===== src/rtl/iso_hb_pkg.sv =====
package iso_hb_pkg;
  localparam int LEN_W  = 12;
  localparam int PKT_W  = 11;
  localparam int MULT_W = 2;
  localparam int STS_W  = 3;
  localparam int STS_BABBLE = 0;
  localparam int STS_XERR   = 1;
  localparam int STS_MULT   = 2;

  typedef enum logic [1:0] {ST_IDLE, ST_ISSUE, ST_WAIT, ST_FIN} seq_st_e;
endpackage


===== src/rtl/iso_hb_len.sv =====
module iso_hb_len #(
  parameter int LEN_W = iso_hb_pkg::LEN_W,
  parameter int PKT_W = iso_hb_pkg::PKT_W
) (
  input  logic             clk_i,
  input  logic             rst_ni,
  input  logic             load_i,
  input  logic             step_i,
  input  logic             skip_i,
  input  logic             dir_in_i,
  input  logic [PKT_W-1:0] max_pkt_i,
  input  logic [LEN_W-1:0] len_i,
  input  logic [PKT_W-1:0] cnt_i,
  output logic             dir_o,
  output logic [PKT_W-1:0] size_o,
  output logic             babble_o,
  output logic             rem_zero_nxt_o,
  output logic [LEN_W-1:0] wb_len_o
);
  logic             dir_q;
  logic [LEN_W-1:0] max_q, len0_q, rem_q, acc_q;
  logic [LEN_W-1:0] cnt_ext, size_full, rem_nxt;

  assign cnt_ext   = LEN_W'(cnt_i);
  assign size_full = (rem_q < max_q) ? rem_q : max_q;
  assign size_o    = size_full[PKT_W-1:0];
  assign babble_o  = dir_q && (cnt_ext > size_full);
  assign dir_o     = dir_q;

  always_comb begin
    if (dir_q) rem_nxt = (rem_q > cnt_ext) ? rem_q - cnt_ext : '0;
    else       rem_nxt = (rem_q > max_q)   ? rem_q - max_q   : '0;
  end
  assign rem_zero_nxt_o = (rem_nxt == '0);

  always_ff @(posedge clk_i or negedge rst_ni) begin
    if (!rst_ni) begin
      dir_q  <= 1'b0;
      max_q  <= '0;
      len0_q <= '0;
      rem_q  <= '0;
      acc_q  <= '0;
    end else if (load_i) begin
      dir_q  <= dir_in_i;
      max_q  <= LEN_W'(max_pkt_i);
      len0_q <= len_i;
      rem_q  <= len_i;
      acc_q  <= '0;
    end else if (step_i && !babble_o) begin
      rem_q <= rem_nxt;
      if (dir_q) acc_q <= acc_q + cnt_ext;
    end
  end

  assign wb_len_o = skip_i ? len0_q : (dir_q ? acc_q : rem_q);

  // IN: received plus allowance left always equals the original length
  assert_in_sum_R7: assert property (@(posedge clk_i) disable iff (!rst_ni)
    dir_q |-> ({1'b0, acc_q} + {1'b0, rem_q} == {1'b0, len0_q}));
  assert_out_rem_R4: assert property (@(posedge clk_i) disable iff (!rst_ni)
    (step_i && !dir_q && !load_i) |=> (rem_q <= $past(rem_q)));
endmodule


===== src/rtl/iso_hb_ctrl.sv =====
module iso_hb_ctrl
  import iso_hb_pkg::*;
#(
  parameter int MULT_W = iso_hb_pkg::MULT_W
) (
  input  logic              clk_i,
  input  logic              rst_ni,
  input  logic              start_i,
  input  logic              act_i,
  input  logic              dir_in_i,
  input  logic              len_zero_i,
  input  logic [MULT_W-1:0] mult_i,
  input  logic              dir_q_i,
  input  logic              pkt_done_i,
  input  logic              babble_i,
  input  logic              err_i,
  input  logic              rem_zero_nxt_i,
  output logic              load_o,
  output logic              step_o,
  output logic              skip_o,
  output logic              pkt_start_o,
  output logic              done_o,
  output logic              act_o
);
  seq_st_e           st_q, st_d;
  logic [MULT_W-1:0] mult_q, cnt_q;
  logic              skip_q, act_q, skip_now, stop_now;

  assign load_o   = (st_q == ST_IDLE) && start_i;
  assign step_o   = (st_q == ST_WAIT) && pkt_done_i;
  assign skip_now = !act_i || (mult_i == '0);
  assign stop_now = babble_i || err_i || ((cnt_q + 1'b1) == mult_q) ||
                    (!dir_q_i && rem_zero_nxt_i);

  always_comb begin
    st_d = st_q;
    unique case (st_q)
      ST_IDLE:  if (start_i)
                  st_d = (skip_now || (!dir_in_i && len_zero_i)) ? ST_FIN : ST_ISSUE;
      ST_ISSUE: st_d = ST_WAIT;
      ST_WAIT:  if (pkt_done_i) st_d = stop_now ? ST_FIN : ST_ISSUE;
      ST_FIN:   st_d = ST_IDLE;
      default:  st_d = ST_IDLE;
    endcase
  end

  always_ff @(posedge clk_i or negedge rst_ni) begin
    if (!rst_ni) begin
      st_q   <= ST_IDLE;
      mult_q <= '0;
      cnt_q  <= '0;
      skip_q <= 1'b0;
      act_q  <= 1'b0;
    end else begin
      st_q  <= st_d;
      act_q <= (st_d == ST_ISSUE) || (st_d == ST_WAIT);
      if (load_o) begin
        mult_q <= mult_i;
        cnt_q  <= '0;
        skip_q <= skip_now;
      end else if (step_o) begin
        cnt_q <= cnt_q + 1'b1;
      end
    end
  end

  assign skip_o      = skip_q;
  assign pkt_start_o = (st_q == ST_ISSUE);
  assign done_o      = (st_q == ST_FIN);
  assign act_o       = act_q;

  assert_mult_bound_R6: assert property (@(posedge clk_i) disable iff (!rst_ni)
    (st_q == ST_ISSUE) |-> (cnt_q < mult_q));
  assert_done_pulse_R11: assert property (@(posedge clk_i) disable iff (!rst_ni)
    done_o |=> !done_o);
  assert_done_inactive_R11: assert property (@(posedge clk_i) disable iff (!rst_ni)
    done_o |-> !act_o);
  assert_req_pulse_R6: assert property (@(posedge clk_i) disable iff (!rst_ni)
    pkt_start_o |=> !pkt_start_o);
endmodule


===== src/rtl/iso_hb_seq.sv =====
module iso_hb_seq
  import iso_hb_pkg::*;
#(
  parameter int LEN_W  = iso_hb_pkg::LEN_W,
  parameter int PKT_W  = iso_hb_pkg::PKT_W,
  parameter int MULT_W = iso_hb_pkg::MULT_W
) (
  input  logic              clk_i,
  input  logic              rst_ni,
  input  logic              start_i,
  input  logic              act_i,
  input  logic              dir_in_i,
  input  logic [MULT_W-1:0] mult_i,
  input  logic [PKT_W-1:0]  max_pkt_i,
  input  logic [LEN_W-1:0]  len_i,
  output logic              pkt_start_o,
  output logic [PKT_W-1:0]  pkt_size_o,
  output logic              pkt_in_o,
  input  logic              pkt_done_i,
  input  logic [PKT_W-1:0]  pkt_cnt_i,
  input  logic              pkt_err_i,
  output logic              done_o,
  output logic              wb_act_o,
  output logic [LEN_W-1:0]  wb_len_o,
  output logic [STS_W-1:0]  wb_sts_o
);
  logic load, step, skip, dir_q, babble, rem_zero_nxt;
  logic [STS_W-1:0] sts_q;

  iso_hb_ctrl #(.MULT_W(MULT_W)) u_ctrl (
    .clk_i, .rst_ni, .start_i, .act_i, .dir_in_i,
    .len_zero_i(len_i == '0), .mult_i, .dir_q_i(dir_q), .pkt_done_i,
    .babble_i(babble), .err_i(pkt_err_i), .rem_zero_nxt_i(rem_zero_nxt),
    .load_o(load), .step_o(step), .skip_o(skip), .pkt_start_o,
    .done_o, .act_o(wb_act_o)
  );

  iso_hb_len #(.LEN_W(LEN_W), .PKT_W(PKT_W)) u_len (
    .clk_i, .rst_ni, .load_i(load), .step_i(step), .skip_i(skip),
    .dir_in_i, .max_pkt_i, .len_i, .cnt_i(pkt_cnt_i),
    .dir_o(dir_q), .size_o(pkt_size_o), .babble_o(babble),
    .rem_zero_nxt_o(rem_zero_nxt), .wb_len_o
  );

  always_ff @(posedge clk_i or negedge rst_ni) begin
    if (!rst_ni) begin
      sts_q <= '0;
    end else if (load) begin
      sts_q <= '0;
      sts_q[STS_MULT] <= act_i && (mult_i == '0);
    end else if (step) begin
      if (babble)    sts_q[STS_BABBLE] <= 1'b1;
      if (pkt_err_i) sts_q[STS_XERR]   <= 1'b1;
    end
  end

  assign wb_sts_o = sts_q;
  assign pkt_in_o = dir_q;

  assert_babble_ends_R8: assert property (@(posedge clk_i) disable iff (!rst_ni)
    (step && babble) |=> (done_o && wb_sts_o[STS_BABBLE]));
  assert_err_ends_R10: assert property (@(posedge clk_i) disable iff (!rst_ni)
    (step && pkt_err_i) |=> (done_o && wb_sts_o[STS_XERR]));
  assert_out_nonzero_R5: assert property (@(posedge clk_i) disable iff (!rst_ni)
    (pkt_start_o && !pkt_in_o) |-> (pkt_size_o != '0));
  assert_skip_no_req_R3: assert property (@(posedge clk_i) disable iff (!rst_ni)
    (load && (!act_i || mult_i == '0)) |=> (done_o && !pkt_start_o));
endmodule


===== config.mk =====
export PLATFORM = sky130hd
export DESIGN_NAME = iso_hb_seq
export DESIGN_NICKNAME = d
export VERILOG_FILES = /design/src/rtl/iso_hb_pkg.sv /design/src/rtl/iso_hb_len.sv /design/src/rtl/iso_hb_ctrl.sv /design/src/rtl/iso_hb_seq.sv
export SDC_FILE = /design/constraint.sdc
export NUM_CORES = 1
export LEC_CHECK = 0
export ABC_CLOCK_PERIOD_IN_PS = 7350
export BUFFER_PORTS_ARGS = -buffer_cell sky130_fd_sc_hd__clkbuf_2
export CAP_MARGIN = 15
export CORE_MARGIN = 2
export CORE_UTILIZATION = 55
export CTS_CLUSTER_DIAMETER = 30
export DETAILED_ROUTE_END_ITERATION = 8
export PLACE_DENSITY = 0.84
export SETUP_SLACK_MARGIN = 0.5
export SLEW_MARGIN = 20
export SYNTH_ARGS = -nofsm -noshare
export SYNTH_HDL_FRONTEND = slang
export SYNTH_SLANG_ARGS = --single-unit

===== constraint.sdc =====
create_clock -name clk_i -period 7.35 [get_ports clk_i]
set_clock_uncertainty 0.15 [all_clocks]
set_input_delay 0.735 -clock clk_i [delete_from_list [all_inputs] [get_ports clk_i]]
set_output_delay 0.735 -clock clk_i [all_outputs]
set_load 0.01 [all_outputs]

# Word-level counts from Yosys, hierarchy flattened
# Cells that the tools add are included.
[totals]
register_bits = 59
input_bits = 43
out_inout_bits = 30
word_cells = 78
[classes]
n_addsub = 4
order_cmp = 4
n_eq_ne = 6
n_mux = 22
reduce_logical = 29
[ops]
columns = ["op", "count"]
rows = [
  ["12-bit 2-to-1 mux", 11],
  ["12-bit by 11-bit greater-than comparator with 1-bit output", 2],
  ["12-bit logical NOT", 2],
  ["12-bit by 11-bit subtractor with 12-bit output", 2],
  ["2-bit 2-to-1 mux", 8],
  ["12-bit by 11-bit adder with 12-bit output", 1],
  ["11-bit by 12-bit greater-than comparator with 1-bit output", 1],
  ["12-bit by 11-bit less-than comparator with 1-bit output", 1],
  ["2-bit nonzero test", 5],
  ["2-bit case mux with 4 select lines", 1],
  ["1-bit logical AND", 7],
  ["2-bit == test, second input constant", 3],
  ["1-bit logical OR", 6],
  ["2-bit AND reduction", 3],
  ["2-bit by 1-bit == test with 1-bit output, second input constant", 2],
  ["1-bit logical NOT", 4],
  ["2-bit logical NOT", 2],
  ["2-bit by 1-bit adder with 2-bit output, second input constant", 1],
  ["2-bit == test", 1],
  ["1-bit 2-to-1 mux", 2],
]

# Longest topological paths before layout
[logic_depth]
ltp_word = 12
mapped_depth = 22
depth_no_buf = 20

# Cells and area by module
# Synthesis repeated with hierarchy kept, for this count alone.
[hier_totals]
cells_unflattened = 593
area_unflattened_um2 = 5034.8
[by_module_without_submodules]
columns = ["mod", "instances", "cells_each", "area_per_inst_um2", "seq_area_each_um2"]
rows = [
  ["iso_hb_len", 1, 540, 4473.0, 1201.2],
  ["iso_hb_ctrl", 1, 40, 425.4, 200.2],
  ["iso_hb_seq", 1, 13, 136.4, 75.1],
]

# Least setup slack after synthesis
# No wires, ideal clock.
[synth_timing]
path_kind = "reg2reg"
start = "register u_len.rem_q[0]"
end = "register u_len.acc_q[11]"
arrival_time_ns = 4.387
t_required_ns = 7.122
setup_slack_ns = 2.734
path_stages_with_launch = 21
path_buffers = 1
period_less_slack_ns = 4.616
path_cell_list = "dfrtp_1 > inv_1 > ha_1 > inv_1 > fa_1 > a211oi_2 > nor3_1 > o311a_1 > o21ai_0 > nand2b_1 > buf_2 > o21ai_0 > ha_1 > nor2b_1 > o21a_1 > o21a_1 > o21ai_1 > a31o_2 > a31oi_1 > or4_1 > a21oi_1"
[synth_between]
elab_chain_len = 8
[synth_rtl]
columns = ["item", "line_no", "rtl"]
rows = [
  ["start, declared", "iso_hb_len.sv:21", "logic [LEN_W-1:0] max_q, len0_q, rem_q, acc_q;"],
  ["start signal, assigned", "iso_hb_len.sv:47", "rem_q <= len_i;"],
  ["start signal, assigned", "iso_hb_len.sv:50", "rem_q <= rem_nxt;"],
  ["12-bit by 11-bit less-than comparator with 1-bit output", "iso_hb_len.sv:25", "assign size_full = (rem_q < max_q) ? rem_q : max_q;"],
  ["12-bit 2-to-1 mux *", "iso_hb_len.sv:25", ""],
  ["net pkt_size_o[0]", "iso_hb_seq.sv:17", "output logic [PKT_W-1:0] pkt_size_o,"],
  ["11-bit by 12-bit greater-than comparator with 1-bit output *", "iso_hb_len.sv:27", "assign babble_o = dir_q && (cnt_ext > size_full);"],
  ["1-bit logical AND *", "iso_hb_len.sv:27", ""],
  ["1-bit logical NOT *", "iso_hb_len.sv:49", "end else if (step_i && !babble_o) begin"],
  ["1-bit logical AND *", "iso_hb_len.sv:49", ""],
  ["2-bit nonzero test (no line) *", "--", ""],
  ["2-bit AND reduction (no line) *", "--", ""],
  ["end signal, assigned", "iso_hb_len.sv:51", "if (dir_q) acc_q <= acc_q + cnt_ext;"],
  ["end, declared", "iso_hb_len.sv:21", ""],
]
# The timed path passes the listed nets; every way through them passes the cells marked *.
# A chain may end at the register's enable or synchronous reset.

# Worst setup path in the final report
[layout_timing]
start = "register u_len.rem_q[0]"
end = "register u_len.acc_q[11]"
[layout_between]
elab_chain_len = 8
[layout_rtl]
columns = ["item", "line_no"]
rows = [
  ["12-bit by 11-bit less-than comparator with 1-bit output", "iso_hb_len.sv:25"],
  ["12-bit 2-to-1 mux *", "iso_hb_len.sv:25"],
  ["11-bit by 12-bit greater-than comparator with 1-bit output *", "iso_hb_len.sv:27"],
  ["1-bit logical AND *", "iso_hb_len.sv:27"],
  ["1-bit logical NOT *", "iso_hb_len.sv:49"],
  ["1-bit logical AND *", "iso_hb_len.sv:49"],
  ["2-bit nonzero test (no line) *", "--"],
  ["2-bit AND reduction (no line) *", "--"],
]
# Every way passes the cells marked *; elsewhere a longest branch is shown, timed or not.

==> results.toml <==
[status]
outcome = "finished, final reports clean"

[timing]
finalWorstSetupSlack_ns = 1.85
hold_viol = 0
final.period_utilization = 0.748
rsz0062_at_grt = "no"
hold_slack_ns = 0.328
setup_violations = 0
worst_slew_pin_slew_ns = 1.02
finalCriticalPeriod_ns = 5.50
slew_viol_final = 0
slew_headroom = 0.322
fin_tns_setup_ns = 0
fmax_mhz = 182

[die]
start_util = 0.574
placementRows = 33
die_h_um = 97.1
boundaryPins = 73
die_area_mm2 = 0.00942
die_width_um = 97.1
core_mm2 = 0.00830

[job]
drv_cap = 0

[setup_path]
path_cells = "inv_1, ha_1, inv_1, fa_1, a211oi_2, nor3_1, o311a_1, o21ai_0, nand2b_1, mux2_2, inv_1, ha_1, nor2b_1, o21a_1, o21a_1, o21ai_1, a31o_2, a31oi_1, buf_4, or4_1, a21oi_1"
regToRegSetupSlack_ns = 1.85
crit_slowest_cell = "or4_1"
rr_worst_depth = 21
reg2reg_from = "u_len.rem_q[0]$_DFFE_PN0P_"
crit_type = "reg2reg"
reg2reg_to = "u_len.acc_q[11]$_DFFE_PN0P_"
worst_setup_path_start_kind = "flip-flop"
slowest_delay_ns = 0.51
crit_required_ns = 7.46
worst_setup_path_end_kind = "flip-flop"
crit_arrival_ns = 5.61
cpMostUsedCell = "inv_1"
crit_fanout = 23

[cts]
clk_latency_ns = 0.35
cts.sink_count = 59
cts_max_level = 3
path_clk_slew_ns = 0.07
ctsHoldBuffers = 0
cts_made_buffers = 9
postCtsSetupBuffers = 0
root_buffer = "clkbuf_8"
cts-resized-gates = 0
clk_path_buf_depth = 2
cts_tree = "yes"

[yosys]
synthCells = 581
synth_edf_count = 0
post-synth-top-count-cell = "nand2_1"
synth_seq_area_share = 0.310
yosysTopAreaCellShare = 0.310
synth.distinct_cells = 63
synth_common_cells = "nand2_1 (103), dfrtp_1 (59), inv_1 (50)"
ys.flop_type = "dfrtp_1"
synthTopCellsByArea = "dfrtp_1 (31%), ha_1 (12%), nand2_1 (8.1%), o21ai_0 (4.5%), mux2i_1 (4.0%)"
synth_largest_area_cell = "dfrtp_1"
synthArstFlopShare = 1.00
synth_warnings = 0
syn_area_mm2 = 0.00476
syn_area_per_cell_um2 = 8.20
syn-num-nets = 671
ys_ff_latch = 59

[drt]
firstDrtPassIters = 5
vias_per_cell = 6.20
dr.max_layer_used = "met4"
vias = 4674
routed_wl_um = 14300
drtIter0Drc = 401
wl_met3_um = 912
wl_met1_um = 6360
drc = 0
avgRoutedWirePerCell_um = 19.0
route.met2.wl_um = 6510
antenna_left = 0

[layout]
multiInputGateArea_mm2 = 0.00301
nets = 735
instances_no_fill = 754
antennaDiodeCount = 0
final_layout_size_suffix_gt1_frac = 0.157
fin_area_mm2 = 0.00535
seq_area_mm2 = 0.00148
n_fill_cell = 752
syn_to_final_growth_pct = 12.3

[worst_hold_path]
hold_class = "reg2reg"
hp-start = "wb_sts_o[2]$_DFFE_PN0P_"
holdPathEnd = "wb_sts_o[2]$_DFFE_PN0P_"
holdPathStages = 2

[grt]
antenna_found_initial = 0
grt_pass1_vias = 4606
grt_max_degree = 60
grt_pass1_wl_um = 23100
grt_use_total = 0.309
grt_overflow = 0

[placement]
dpl_cell_area_mm2 = 0.00518
place_ws_ns = 1.92
gp_congestion = 0.975
port-buffer-count = 72
dp.cells = 739
hpwl_um = 11100

[power_and_ir_drop]
switchingPower_mw = 1.50
seqPwrFrac = 0.232
powerDensity_mw_per_mm2 = 545
p_comb_frac = 0.677
netSwitchingFraction = 0.516
clkPwrFrac = 0.091
leakagePower_nw = 2.67
intPower_mw = 1.41
ir_worst_vdd_mv = 0.300
worst max-delay path, delay by kind of cell (launching register included):
kind | cells | cell delay [ns]
AND/OR/NAND/NOR | 4 | 1.19
AO/OA/AOI/OAI | 9 | 1.78
buffers and inverters | 4 | 0.51
multiplexers | 1 | 0.46
adder cells (fa/ha/maj) | 3 | 0.91
flip-flops | 1 | 0.40
final cells by class:
cell class	count	area share
multi-input combinational	451	0.563
sequential	59	0.276
clock buffer	10	0.0257
tap	105	0.0246
clock inverter	5	0.00561
timing repair buffer	74	0.0702
inverter	50	0.0351
through the flow:
| step | utilization | power [mW] |
|---|---|---|
| global route | 0.645 | 3.16 |
| detailed placement | 0.624 | 2.60 |
| global placement | 0.624 | 2.54 |
| finish | 0.645 | 2.91 |
| CTS | 0.645 | 2.87 |
| floorplan | - | 2.05 |
cells in the final DEF (no fill, tap or decap), types with 4 or more instances in the layout:
cell	Yosys	layout
o211ai_1	11	11
nand4_1	9	9
nor2_1	27	27
or2_2	5	5
ha_1	44	44
nand2b_1	5	5
dfrtp_1	59	59
and2_1	5	4
a21o_1	9	9
a22oi_1	9	9
clkbuf_2	0	72
clkbuf_8	0	10
nand3_1	14	14
nand2_1	103	103
xor2_1	10	10
nor2b_1	10	10
o31ai_1	10	10
mux2i_1	19	19
o21a_1	5	5
a21oi_1	24	24
inv_1	50	50
xnor2_1	12	12
nor3_1	13	13
o21ai_0	43	43
sequential cells by signal, indices dropped and copies added, names as in the netlist:
signal / cells
u_ctrl.skip_o: 1
u_len.dir_o: 1
u_len.rem_q: 12
u_len.len0_q: 12
u_ctrl.st_q: 2
u_len.acc_q: 12
u_ctrl.mult_q: 2
u_ctrl.cnt_q: 2
wb_sts_o: 3
u_ctrl.act_o: 1
u_len.max_q: 11
worst max path at each step:
stage | start | end | slack, ns | cells past startpoint
after detailed placement | u_len.rem_q[0]$_DFFE_PN0P_ | u_len.acc_q[11]$_DFFE_PN0P_ | 1.92 | 21
after floorplan | u_len.rem_q[0]$_DFFE_PN0P_ | u_len.acc_q[11]$_DFFE_PN0P_ | 2.73 | 20
final | u_len.rem_q[0]$_DFFE_PN0P_ | u_len.acc_q[11]$_DFFE_PN0P_ | 1.85 | 21
after global placement | u_len.rem_q[0]$_DFFE_PN0P_ | u_len.acc_q[11]$_DFFE_PN0P_ | 2.12 | 21
after global routing | u_len.rem_q[0]$_DFFE_PN0P_ | u_len.acc_q[11]$_DFFE_PN0P_ | 1.52 | 21
after CTS | u_len.rem_q[0]$_DFFE_PN0P_ | u_len.acc_q[11]$_DFFE_PN0P_ | 1.91 | 21
power groups by stage:
| stage | sequential, mW | combinational (mW) | clock, mW |
|---|---|---|---|
| 6_report | 0.676 | 1.97 | 0.266 |
| 5_1_grt | 0.692 | 2.18 | 0.282 |
| 4_1_cts | 0.668 | 1.94 | 0.266 |
| 3_5_place_dp | 0.674 | 1.92 | 0 |
| 3_3_place_gp | 0.667 | 1.88 | 0 |
| 2_1_floorplan | 0.579 | 1.47 | 0 |
cell families after synthesis:
kind of cell / synth area share
mux: 0.0470
xor+xnor: 0.0405
buf+inv: 0.0581
compound gates: 0.210
flops: 0.310
simple gates: 0.206
fa+ha+maj: 0.128
layer usage:
metal | global-route usage | up-vias
met5 | 0 | -
li1 | - | 2201
met4 | 0.130 | 0
met3 | 0.0403 | 45
met1 | 0.429 | 2207
met2 | 0.487 | 221
(Power assumes the default switching activity.)
